[config.mk]
export PLATFORM = sky130hd
export DESIGN_NAME = rxo_receiver
export DESIGN_NICKNAME = d
export VERILOG_FILES = /design/src/rtl/rxo_pkg.sv /design/src/rtl/rxo_sync.sv /design/src/rtl/rxo_bit_timer.sv /design/src/rtl/rxo_frame_fsm.sv /design/src/rtl/rxo_receiver.sv
export SDC_FILE = /design/constraint.sdc
export NUM_CORES = 1
export LEC_CHECK = 0
export ABC_AREA = 1
export BUFFER_PORTS_ARGS = -buffer_cell sky130_fd_sc_hd__buf_2
export CAP_MARGIN = 20
export CORE_AREA = 2 2 54 56
export CTS_CLUSTER_DIAMETER = 30
export CTS_CLUSTER_SIZE = 20
export DETAILED_ROUTE_END_ITERATION = 6
export DIE_AREA = 0 0 56 58
export PLACE_DENSITY = 0.84
export SYNTH_ARGS = -nofsm -noshare
export SYNTH_HDL_FRONTEND = slang
export SYNTH_SLANG_ARGS = --single-unit
[constraint.sdc]
create_clock -name clk_i -period 1.55 [get_ports clk_i]
set_clock_uncertainty 0.05 [all_clocks]
set_input_delay 0.31 -clock clk_i [delete_from_list [all_inputs] [get_ports clk_i]]
set_output_delay 0.31 -clock clk_i [all_outputs]
set_load 0.03 [all_outputs]
[src/rtl/rxo_pkg.sv]
package rxo_pkg;

    // default oversampling ratio and character width
    localparam int unsigned OVS_DEF  = 16;
    localparam int unsigned WORD_DEF = 8;
    // number of samples voted per bit
    localparam int unsigned VOTE_N   = 3;

    typedef enum logic [1:0] {
        ST_IDLE,
        ST_DATA,
        ST_STOP,
        ST_WAIT_HIGH
    } rx_state_e;

    // decision produced by the bit timer once per bit window
    typedef struct packed {
        logic strobe;    // decision tick (last middle sample)
        logic bit_val;   // majority of the middle samples
        logic all_low;   // every middle sample was low
    } vote_t;

    function automatic logic majority(input logic [VOTE_N-1:0] s);
        return ($countones(s) > (VOTE_N / 2));
    endfunction

endpackage

[src/rtl/rxo_sync.sv]
module rxo_sync #(
    parameter int unsigned STAGES  = 2,
    parameter logic        RST_VAL = 1'b1
) (
    input  logic clk_i,
    input  logic rst_i,
    input  logic d_i,
    output logic q_o
);

    logic [STAGES-1:0] chain_q;

    generate
        if (STAGES == 1) begin : g_single
            always_ff @(posedge clk_i) begin
                if (rst_i) chain_q <= RST_VAL;
                else       chain_q <= d_i;
            end
        end else begin : g_chain
            always_ff @(posedge clk_i) begin
                if (rst_i) chain_q <= {STAGES{RST_VAL}};
                else       chain_q <= {chain_q[STAGES-2:0], d_i};
            end
        end
    endgenerate

    assign q_o = chain_q[STAGES-1];

endmodule

[src/rtl/rxo_bit_timer.sv]
module rxo_bit_timer
    import rxo_pkg::*;
#(
    parameter int unsigned OVS   = OVS_DEF,
    parameter int unsigned FIRST = 7,
    parameter int unsigned LAST  = 9
) (
    input  logic  clk_i,
    input  logic  rst_i,
    input  logic  tick_i,
    input  logic  line_i,
    input  logic  restart_i,  // hold position at zero, take no samples
    input  logic  clear_i,    // end of character: back to position zero
    output vote_t vote_o
);

    localparam int unsigned CNT_W = (OVS > 1) ? $clog2(OVS) : 1;

    logic [CNT_W-1:0]  pos_q;
    logic [VOTE_N-2:0] smp_q;
    logic [VOTE_N-1:0] votes;
    logic              in_window;

    assign in_window = (pos_q >= CNT_W'(FIRST)) && (pos_q < CNT_W'(LAST));

    always_ff @(posedge clk_i) begin
        if (rst_i) begin
            pos_q <= '0;
            smp_q <= '0;
        end else if (tick_i) begin
            if (restart_i || clear_i)
                pos_q <= '0;
            else if (pos_q == CNT_W'(OVS - 1))
                pos_q <= '0;
            else
                pos_q <= pos_q + 1'b1;

            if (!restart_i && in_window)
                smp_q <= {smp_q[VOTE_N-3:0], line_i};
        end
    end

    always_comb begin
        votes          = {smp_q, line_i};
        vote_o.strobe  = tick_i && !restart_i && (pos_q == CNT_W'(LAST));
        vote_o.bit_val = majority(votes);
        vote_o.all_low = (votes == '0);
    end

endmodule

[src/rtl/rxo_frame_fsm.sv]
module rxo_frame_fsm
    import rxo_pkg::*;
#(
    parameter int unsigned DATA_W = WORD_DEF
) (
    input  logic              clk_i,
    input  logic              rst_i,
    input  logic              tick_i,
    input  logic              line_i,
    input  vote_t             vote_i,
    output rx_state_e         state_o,
    output logic              clear_o,
    output logic [DATA_W-1:0] data_o,
    output logic              valid_o,
    output logic              ferr_o
);

    localparam int unsigned IDX_W = (DATA_W > 1) ? $clog2(DATA_W) : 1;

    rx_state_e         state_q;
    logic [IDX_W-1:0]  idx_q;
    logic [DATA_W-1:0] shift_q;
    logic [DATA_W-1:0] data_q;
    logic              valid_q;
    logic              ferr_q;

    assign clear_o = (state_q == ST_STOP) && vote_i.strobe;

    always_ff @(posedge clk_i) begin
        if (rst_i) begin
            state_q <= ST_IDLE;
            idx_q   <= '0;
            shift_q <= '0;
            data_q  <= '0;
            valid_q <= 1'b0;
            ferr_q  <= 1'b0;
        end else begin
            valid_q <= 1'b0;
            unique case (state_q)
                ST_IDLE: begin
                    if (vote_i.strobe && vote_i.all_low) begin
                        state_q <= ST_DATA;
                        idx_q   <= '0;
                    end
                end
                ST_DATA: begin
                    if (vote_i.strobe) begin
                        shift_q <= {vote_i.bit_val, shift_q[DATA_W-1:1]};
                        if (idx_q == IDX_W'(DATA_W - 1))
                            state_q <= ST_STOP;
                        else
                            idx_q <= idx_q + 1'b1;
                    end
                end
                ST_STOP: begin
                    if (vote_i.strobe) begin
                        data_q  <= shift_q;
                        ferr_q  <= !vote_i.bit_val;
                        valid_q <= 1'b1;
                        state_q <= vote_i.bit_val ? ST_IDLE : ST_WAIT_HIGH;
                    end
                end
                ST_WAIT_HIGH: begin
                    if (tick_i && line_i)
                        state_q <= ST_IDLE;
                end
                default: state_q <= ST_IDLE;
            endcase
        end
    end

    assign state_o = state_q;
    assign data_o  = data_q;
    assign valid_o = valid_q;
    assign ferr_o  = ferr_q;

endmodule

[src/rtl/rxo_receiver.sv]
module rxo_receiver
    import rxo_pkg::*;
#(
    parameter int unsigned OVS         = OVS_DEF,
    parameter int unsigned DATA_W      = WORD_DEF,
    parameter int unsigned SYNC_STAGES = 2
) (
    input  logic              clk_i,
    input  logic              rst_i,
    input  logic              tick_i,
    input  logic              rx_i,
    output logic [DATA_W-1:0] data_o,
    output logic              valid_o,
    output logic              ferr_o
);

    // middle samples sit symmetrically around the bit centre
    localparam int unsigned MID   = OVS / 2;
    localparam int unsigned FIRST = MID - (VOTE_N / 2);
    localparam int unsigned LAST  = MID + (VOTE_N / 2);

    logic      line_s;
    logic      restart_s;
    logic      clear_s;
    vote_t     vote_s;
    rx_state_e state_s;

    rxo_sync #(
        .STAGES  (SYNC_STAGES),
        .RST_VAL (1'b1)
    ) i_sync (
        .clk_i (clk_i),
        .rst_i (rst_i),
        .d_i   (rx_i),
        .q_o   (line_s)
    );

    // idle counts only while low; parked state waits for a high line
    assign restart_s = ((state_s == ST_IDLE) && line_s) || (state_s == ST_WAIT_HIGH);

    rxo_bit_timer #(
        .OVS   (OVS),
        .FIRST (FIRST),
        .LAST  (LAST)
    ) i_timer (
        .clk_i     (clk_i),
        .rst_i     (rst_i),
        .tick_i    (tick_i),
        .line_i    (line_s),
        .restart_i (restart_s),
        .clear_i   (clear_s),
        .vote_o    (vote_s)
    );

    rxo_frame_fsm #(
        .DATA_W (DATA_W)
    ) i_fsm (
        .clk_i   (clk_i),
        .rst_i   (rst_i),
        .tick_i  (tick_i),
        .line_i  (line_s),
        .vote_i  (vote_s),
        .state_o (state_s),
        .clear_o (clear_s),
        .data_o  (data_o),
        .valid_o (valid_o),
        .ferr_o  (ferr_o)
    );

endmodule

==> impl_metrics.ini, run 1 <==
[die]
die_w_um = 56
pin_count = 14
rows = 19
die_h_um = 58
initial_utilization_pct = 54.0
coreArea_um2 = 2660
die_area_um2 = 3250

[power]
p_leak_uw = 0.000802
vdd_drop_max_mv = 0.981
power_density_nw_per_um2 = 862

[yosys]
synthAdderAreaFrac_pct = 6.09
yosysWarnings = 0
synth_area_um2 = 1440
synth-compound-area-share_pct = 11.7
synth_top_cell_area_share_pct = 43.2
synthArstFlopShare_pct = 0
ys_top_cells_by_area = dfxtp_1 43%, nor2_1 13%, ha_1 6.1%
post-synth-top-area-cell = dfxtp_1
synth_fp_nets = 206
ys_seq_area_share_pct = 43.2
syn_area_per_cell_um2 = 7.37
synth_xor_area_share_pct = 0.609
synthCells = 195
synth_edf_count = 0
yosys.area_share.simple_pct = 30.7
synth.area.mux_share_pct = 0
synth_seq_cells = 31
yosysUniqueCellTypes = 24
synth_top_family_by_area = simple AND/OR/NAND/NOR gates
yosys_most_used_dff = dfxtp_1

[clock_network]
cts-buffers-inserted = 5
htree_levels = 2
clk_latency_ps = 330
clock_sinks = 31
cts_max_path_buffers = 2
cts_root_buffer = clkbuf_4
clk_transition_reported_paths_ps = 90
cts_hold_buf = 0
cts_tree = yes

[grt]
grt_first_pass_wirelength_um = 4590
grt_pass1_vias = 1108
grt_max_degree = 16
track_usage_pct = 18.7
grt_overflow = 0
antenna_found_initial = 0

[run]
maxCapViolations = 0

[drt]
wirelength_um = 2750
vias_per_cell = 4.92
num_vias = 1229
drt_iter0_drc = 37
firstDrtPassIters = 4
ant_nets = 0
drc = 0
wire_per_inst_um = 11.0

[run_status]
outcome = finished clean

[sta]
min_period_over_period_pct = 96.7
final_max_slew_viol_count = 0
max_slew_margin_pct = 78.3
final.min_clock_period_ps = 1500
setup_violations = 0
finalHoldViolCount = 0
whs_ps = 106
clock.fmax_mhz = 667
worst_pin_slew_ps = 324

[worst_setup_path]
r2r_slack_ps = 50
crit_path_end = i_fsm.state_o[0]
reg2reg_to = i_fsm.state_o[0]
arrival_ps = 1680
rr_worst_depth = 9
startpoint = i_timer.pos_q[1]
crit_fanout = 5
required_ps = 1740
critPathLaunchType = flop
crit_type = reg -> reg
reg2reg_from = i_timer.pos_q[1]
endpoint_kind = flop

[layout]
area.sequential_um2 = 624
layout_common_cells = 47 x nor2_1, 28 x dfxtp_1, 20 x nand2_1, 19 x inv_1
final_common_cell = nor2_1
area_growth_pct = 17.2
drive_above_1_share_pct = 25.6
num-nets-final = 230
multiInputGateArea_um2 = 734
post-route-util_pct = 63.3
n_fill_cell = 242
antennaDiodeCount = 0

[place]
place.gp.congestion = 0.837
io_buffers = 13
hpwl_um = 2010

[worst_hold_path]
hold_path_depth = 2
worst_hold_path_type = in -> reg
worst min path at each step:
stage / startpoint / slack, ps / to
after CTS: rx_i / 90 / i_sync.chain_q[0]
after detailed placement: i_sync.chain_q[0] / 360 / i_sync.chain_q[1]
after floorplan: rst_i / 330 / i_timer.pos_q[1]
after global placement: i_sync.chain_q[0] / 340 / i_sync.chain_q[1]
after global routing: rx_i / 100 / i_sync.chain_q[0]
final: rx_i / 110 / i_sync.chain_q[0]
final cells by class:
class                   instances  share of cell area, %
clock inverters                 1                   1.78
clock buffers                   6                   2.45
repair buffers                 21                   7.42
inverters                      23                   5.42
well taps                      31                   2.30
multi-input cells             137                   43.6
flip-flops and latches         31                   37.0
cell usage after synthesis (all sizes together), types with 3 or more instances:
library cell	count
dfxtp	31
inv	23
or2	3
nand4	3
nand3	10
buf	3
nor2	51
a21oi	9
nand2	30
o21ai	22
ha	7
registers in the layout, summed over array words and instances, names as in the netlist:
| signal | cells |
|---|---|
| i_fsm.shift_q | 8 |
| i_fsm.idx_q | 3 |
| i_fsm.valid_o | 1 |
| i_fsm.ferr_o | 1 |
| i_timer.pos_q | 4 |
| i_timer.smp_q | 2 |
| i_fsm.state_o | 2 |
| i_sync.chain_q | 2 |
| i_fsm.data_o | 8 |
cells by family after synthesis:
group	after synthesis
buffers and inverters	27
AOI/OAI and AO/OA	32
DFF	31
and+or+nand+nor	97
xor gates and xnor gates	1
adders and majority gates	7
routing by layer:
metal  track usage [%]  vias up  routed length (um)
met5                 0        -                   0
met4              9.18        0                  80
met3              6.47        7                 100
met2              29.7       16                1240
met1              22.8      537                1330
li1                  -      669                   -
through the flow:
stage                     setup WS (ps)  power (uW)  cells  setup TNS [ps]  area (um2)
after floorplan                     170         855    195               0        1440
after global placement              117         874    242               0        1570
after detailed placement           25.2         875    242               0        1570
after CTS                          21.0        1460    249               0        1640
after global routing              -31.3        1500    250           -60.6        1690
final                              51.7        1450    250               0        1690
power by group:
part           internal (uW)  total, uW  switching [uW]
clock network            332        595             263
logic                   23.1       56.2            33.1
registers                800        802            2.33
what timing repair did:
| item | in CTS | in global routing |
|---|---|---|
| resized for setup | 0 | 16 |
| setup endpoints to repair | 1 | 18 |
| pin swaps | 1 | 5 |
| setup buffers | 0 | 1 |
worst max-delay path: stages, from the launching register on:
cell	delay (ps)
dfxtp_2	350
inv_2	60
ha_2	170
nand3_2	100
nor2_4	210
nand2_2	90
nand2_4	100
nand3_2	90
nor2_2	130
nor2_1	40
(Power assumes the default switching activity.)
==> run 2: changes to the inputs <==
--- a/config.mk
+++ b/config.mk
@@ -14,6 +14,7 @@
 export DETAILED_ROUTE_END_ITERATION = 6
 export DIE_AREA = 0 0 56 58
 export PLACE_DENSITY = 0.84
+export RECOVER_POWER = 100
 export SYNTH_ARGS = -nofsm -noshare
 export SYNTH_HDL_FRONTEND = slang
 export SYNTH_SLANG_ARGS = --single-unit
==> run 2 against run 1 <==
Compared with the run above: wire length increased by 0.95%; sequential power is essentially flat; clock power about the same; total power is essentially flat; via count hardly changed; final cell count did not move; register-to-register slack barely moved; fmax about the same; largest cell class unchanged; highest routed layer unchanged.
==> impl_metrics.ini, run 2 (synthesis gave the netlist of run 1 again) <==
[run_status]
outcome = finished clean

[drt]
num_vias = 1230
drc = 0
firstDrtPassIters = 4
ant_nets = 0
wirelength_um = 2770
wire_per_inst_um = 11.1
drt_iter0_drc = 37
vias_per_cell = 4.92

[sta]
clock.fmax_mhz = 667
max_slew_margin_pct = 75.4
finalHoldViolCount = 0
min_period_over_period_pct = 96.7
final_max_slew_viol_count = 0
whs_ps = 106
setup_violations = 0
final.min_clock_period_ps = 1500
worst_pin_slew_ps = 370
tns_ps = 0

[clock_network]
htree_levels = 2
cts_tree = yes
cts_max_path_buffers = 2
clk_transition_reported_paths_ps = 90
clock_sinks = 31
cts-buffers-inserted = 5
cts_root_buffer = clkbuf_4
clk_latency_ps = 330

[worst_setup_path]
crit_type = reg -> reg
crit_fanout = 5
rr_worst_depth = 9
critPathLaunchType = flop
arrival_ps = 1680
reg2reg_from = i_timer.pos_q[1]
slowest_delay_ps = 350
path_buf_inv = 1
path_common_cell = nand3_2
critPathSlowestCell = dfxtp_2
endpoint_kind = flop
reg2reg_to = i_fsm.state_o[0]
required_ps = 1730
r2r_slack_ps = 50
path_cells = inv_2, ha_2, nand3_2, nor2_4, nand2_2, nand2_4, nand3_2, nor2_2, nor2_1
critPathTopFamily = simple AND/OR/NAND/NOR gates

[place]
hpwl_um = 2010
dpl_cell_area_um2 = 1570
place.gp.congestion = 0.837
io_buffers = 13

[grt]
grt_first_pass_wirelength_um = 4590
grt_overflow = 0
antenna_found_initial = 0
grt_pass1_vias = 1108
grt_max_degree = 16
track_usage_pct = 18.7

[die]
rows = 19
pin_count = 14
die_h_um = 58
initial_utilization_pct = 54.0
coreArea_um2 = 2660
die_area_um2 = 3250
die_w_um = 56

[worst_hold_path]
worstHoldStart = rx_i
worst_hold_path_type = in -> reg
holdPathEnd = i_sync.chain_q[0]
hold_path_depth = 2

[layout]
num-nets-final = 230
multiInputGateArea_um2 = 734
layout_common_cells = 47 x nor2_1, 28 x dfxtp_1, 20 x nand2_1, 19 x inv_1, 13 x o21ai_0
drive_above_1_share_pct = 20.5
final_common_cell = nor2_1
n_fill_cell = 250
antennaDiodeCount = 0
fin_area_um2 = 1670
post-route-util_pct = 62.8
area.sequential_um2 = 624
area_growth_pct = 16.3

[power]
vdd_drop_max_mv = 0.981
power_density_nw_per_um2 = 869
total_power_uw = 1450
p_leak_uw = 0.000755

[run]
maxCapViolations = 0
==> run 2: worst reg2reg max path, stage by stage (launching register included) <==
cell and delay [ps]:
dfxtp_2 350, inv_2 60, ha_2 170, nand3_2 100, nor2_4 210, nand2_2 90
nand2_4 100, nand3_2 90, nor2_2 130, nor2_1 40
==> run 2: per-layer routing <==
| layer | global-route usage (%) | share of wire, % | vias up |
|---|---|---|---|
| li1 | - | - | 669 |
| met1 | 22.8 | 48 | 538 |
| met2 | 29.7 | 45 | 16 |
| met3 | 6.47 | 3.9 | 7 |
| met4 | 9.18 | 2.9 | 0 |
| met5 | 0 | 0 | - |
==> run 2: area by class of cell <==
type | instances | share of cell area [%]
Inverter | 23 | 5.46
Sequential cell | 31 | 37.4
Multi-Input combinational cell | 137 | 43.9
Clock inverter | 1 | 1.80
Tap cell | 31 | 2.32
Timing Repair Buffer | 21 | 6.66
Clock buffer | 6 | 2.47
==> run 2: how the worst max path moves through the flow <==
stage	to	cells past startpoint	startpoint
global route	i_fsm.state_o[0]	9	i_timer.pos_q[1]
detailed placement	i_fsm.shift_q[0]	7	i_timer.pos_q[1]
global placement	i_fsm.state_o[0]	9	i_timer.pos_q[1]
finish	i_fsm.state_o[0]	9	i_timer.pos_q[1]
floorplan	i_fsm.state_o[0]	7	i_sync.chain_q[1]
CTS	i_fsm.data_o[4]	8	i_timer.pos_q[1]
==> run 2: what timing repair did <==
action,in CTS,in global routing
hold buffers,0,0
pin swaps,1,5
setup endpoints to repair,1,18
resized for setup,0,16
buffers inserted,0,1
==> run 2: power by group <==
group          internal, uW  total [uW]  switching, uW
Sequential              800         802           2.33
Clock                   332         595            263
Combinational          22.8        55.7           33.0
Total                  1150        1450            298
==> run 2: stage by stage <==
stage,instances,worst slack [ps]
after floorplan,195,170
after global placement,242,117
after detailed placement,242,25.2
after CTS,249,21.0
after global routing,250,-31.3
final,250,51.7
==> run 3: changes to the inputs <==
--- a/config.mk
+++ b/config.mk
@@ -8,13 +8,14 @@
 export ABC_AREA = 1
 export BUFFER_PORTS_ARGS = -buffer_cell sky130_fd_sc_hd__buf_2
 export CAP_MARGIN = 20
-export CORE_AREA = 2 2 54 56
+export CORE_AREA = 2 2 53 55
 export CTS_CLUSTER_DIAMETER = 30
 export CTS_CLUSTER_SIZE = 20
 export DETAILED_ROUTE_END_ITERATION = 6
-export DIE_AREA = 0 0 56 58
-export PLACE_DENSITY = 0.84
+export DIE_AREA = 0 0 55 57
+export PLACE_DENSITY = 0.85
 export RECOVER_POWER = 100
 export SYNTH_ARGS = -nofsm -noshare
 export SYNTH_HDL_FRONTEND = slang
+export SYNTH_HIERARCHICAL = 1
 export SYNTH_SLANG_ARGS = --single-unit
==> run 3 against run 2 <==
Compared with the run above: the flow now finishes with violations (setup timing); setup slack got worse by 87 ps; register-to-register slack got worse by 90 ps; final cell count rose by 0.80%; total power rose by 14%; design area rose by 4.1%; area after synthesis fell by 3.1%; fmax fell by 5.5%; first-iteration DRC count rose by 19%; wire length rose by 5.0%; critical path depth rose by 1; sequential share of layout area fell by 1.3 points; critical endpoint is now i_fsm/state_o[0]; largest power group unchanged.
==> impl_metrics.ini, run 3 <==
[worst_setup_path]
startpoint = i_fsm/state_o[0]
arrival_ps = 1750
crit_type = reg -> reg
critPathLaunchType = flop
endpoint_kind = flop
crit_path_end = i_fsm/state_o[0]
crit_fanout = 4
reg2reg_from = i_fsm/state_o[0]
rr_worst_depth = 10
reg2reg_to = i_fsm/state_o[0]
r2r_slack_ps = -40
required_ps = 1720

[yosys]
synth_top_cell_area_share_pct = 44.6
ys_seq_area_share_pct = 44.6
ys_top_cells_by_area = dfxtp_1 45%, nand2_1 15%, a21oi_1 8.3%
yosysMostFrequentCell = nand2_1
synthArstFlopShare_pct = 0
yosys_most_used_dff = dfxtp_1
synth_area_um2 = 1390
yosysWarnings = 6
syn_area_per_cell_um2 = 7.41
synth_seq_cells = 31
synthCells = 188
post-synth-top-area-cell = dfxtp_1
synth_fp_nets = 198
yosysUniqueCellTypes = 24
yosys-top-cells-count = 55 x nand2_1, 31 x dfxtp_1, 23 x a21oi_1
synth_edf_count = 0

[drt]
ant_nets = 0
drc = 0
wirelength_um = 2910
firstDrtPassIters = 4
vias_per_cell = 5.05
wire_per_inst_um = 11.6
num_vias = 1273
drt_iter0_drc = 44

[grt]
grt_first_pass_wirelength_um = 4860
grt_max_degree = 15
track_usage_pct = 21.4
grt_pass1_vias = 1154
grt_overflow = 0
antenna_found_initial = 0

[sta]
clock.fmax_mhz = 631
final_max_slew_viol_count = 0
final.min_clock_period_ps = 1590
worst_pin_slew_ps = 429
max_slew_margin_pct = 71.2
setup_violations = 2
finalHoldViolCount = 0
min_period_over_period_pct = 102
rsz0062_at_grt = yes
setup_ws_ps = -35.5
tns_ps = -37.5

[clock_network]
cts_tree = yes
htree_levels = 2
clk_transition_reported_paths_ps = 100
cts_root_buffer = clkbuf_4
clock_sinks = 31
cts_max_path_buffers = 2
cts_hold_buf = 0
clk_latency_ps = 320
cts-buffers-inserted = 5

[run_status]
violations = setup timing
outcome = finished, violations left

[power]
intPower_uw = 1260
p_leak_uw = 0.000683
power_frac_comb_pct = 11.1
vdd_drop_max_mv = 0.750
seqPwrFrac_pct = 49.5
clkPwrFrac_pct = 39.4
power_density_nw_per_um2 = 950
sw_frac_of_total_pct = 23.6
p_sw_uw = 390

[die]
die_h_um = 57
initial_utilization_pct = 53.3
rows = 19
die_area_um2 = 3140
pin_count = 14
coreArea_um2 = 2620
die_w_um = 55

[layout]
post-route-util_pct = 66.6
layout_common_cells = 52 x nand2_1, 26 x dfxtp_1, 23 x a21oi_1, 18 x nand3_1, 17 x buf_4
antennaDiodeCount = 0
num-nets-final = 230
final_common_cell = nand2_1
area_growth_pct = 25.0
drive_above_1_share_pct = 24.0

[place]
io_buffers = 13
hpwl_um = 2030
place.gp.congestion = 0.835

[run]
maxCapViolations = 0

[worst_hold_path]
worst_hold_path_type = in -> reg
run 3: changes by cell type after synthesis, sizes merged, moves of 3 or more:
cell	change
inv	-8
nand3	+10
nand2	+26
or2	-3
nor2	-33
a21oi	+14
nor3	+3
o21ai	-18
run 3: logic make-up after synthesis:
| kind of cell | after synthesis | synth area share (%) |
|---|---|---|
| fa+ha+maj | 6 | 5.39 |
| simple gates | 101 | 32.2 |
| flops | 31 | 44.6 |
| compound gates | 29 | 11.1 |
| buf+inv | 21 | 6.83 |
run 3: worst min path at each step:
stage,start,cells after the start,end,slack (ps)
5_1_grt,rx_i,3,i_sync/chain_q[0],120
4_1_cts,rx_i,3,i_sync/chain_q[0],100
2_1_floorplan,rst_i,1,i_timer/pos_q[1],320
3_5_place_dp,i_sync/chain_q[0],2,i_sync/chain_q[1],360
6_report,rx_i,3,i_sync/chain_q[0],110
3_3_place_gp,i_sync/chain_q[0],2,i_sync/chain_q[1],340
run 3: critical path, stage by stage, from the launching register on:
cell and delay [ps]:
dfxtp_2 360, nor2_1 40, nand2_1 60, nand2_2 70, nor4_4 280, buf_4 190, o21ai_4 80, nand2_2 110
nand2_1 70, o21ai_2 110, nor2_1 50
run 3: per-stage QoR:
stage | total power [uW] | worst slack (ps) | std cells | hold slack, ps | instance area, um2
2_1_floorplan | 949 | 13.6 | 188 | 322 | 1450
3_3_place_gp | 999 | -7.91 | 243 | 343 | 1630
3_5_place_dp | 1000 | -86.5 | 243 | 357 | 1630
4_1_cts | 1660 | 10.9 | 252 | 103 | 1750
5_1_grt | 1710 | -156 | 252 | 121 | 1740
6_report | 1650 | -35.5 | 252 | 110 | 1740
run 3: final cells by class:
cell class	count	area [um2]
tap	31	38.8
inverter	16	61.3
sequential	31	627
multi-input combinational	136	747
fill	213	875
clock buffer	6	51.3
timing repair buffer	30	180
clock inverter	2	35.0
run 3: routing by layer:
| layer | part of all wire [%] | up-vias | GRT usage (%) |
|---|---|---|---|
| met5 | 0 | - | 0 |
| met4 | 0.58 | 0 | 7.32 |
| met3 | 3.7 | 2 | 4.71 |
| met2 | 51 | 22 | 34.9 |
| met1 | 45 | 569 | 27.6 |
| li1 | - | 680 | - |
run 3: power by group through the flow:
stage	combinational [uW]	clock [uW]	sequential, uW
after floorplan	109	0	840
after global placement	164	0	835
after detailed placement	168	0	835
after CTS	180	664	818
after global routing	203	691	819
final	183	652	818
run 3: repair_timing:
item	CTS	global route
gates resized for setup	6	2
pin swaps	4	3
endpoints found under the setup margin	12	24
setup buffers	1	0
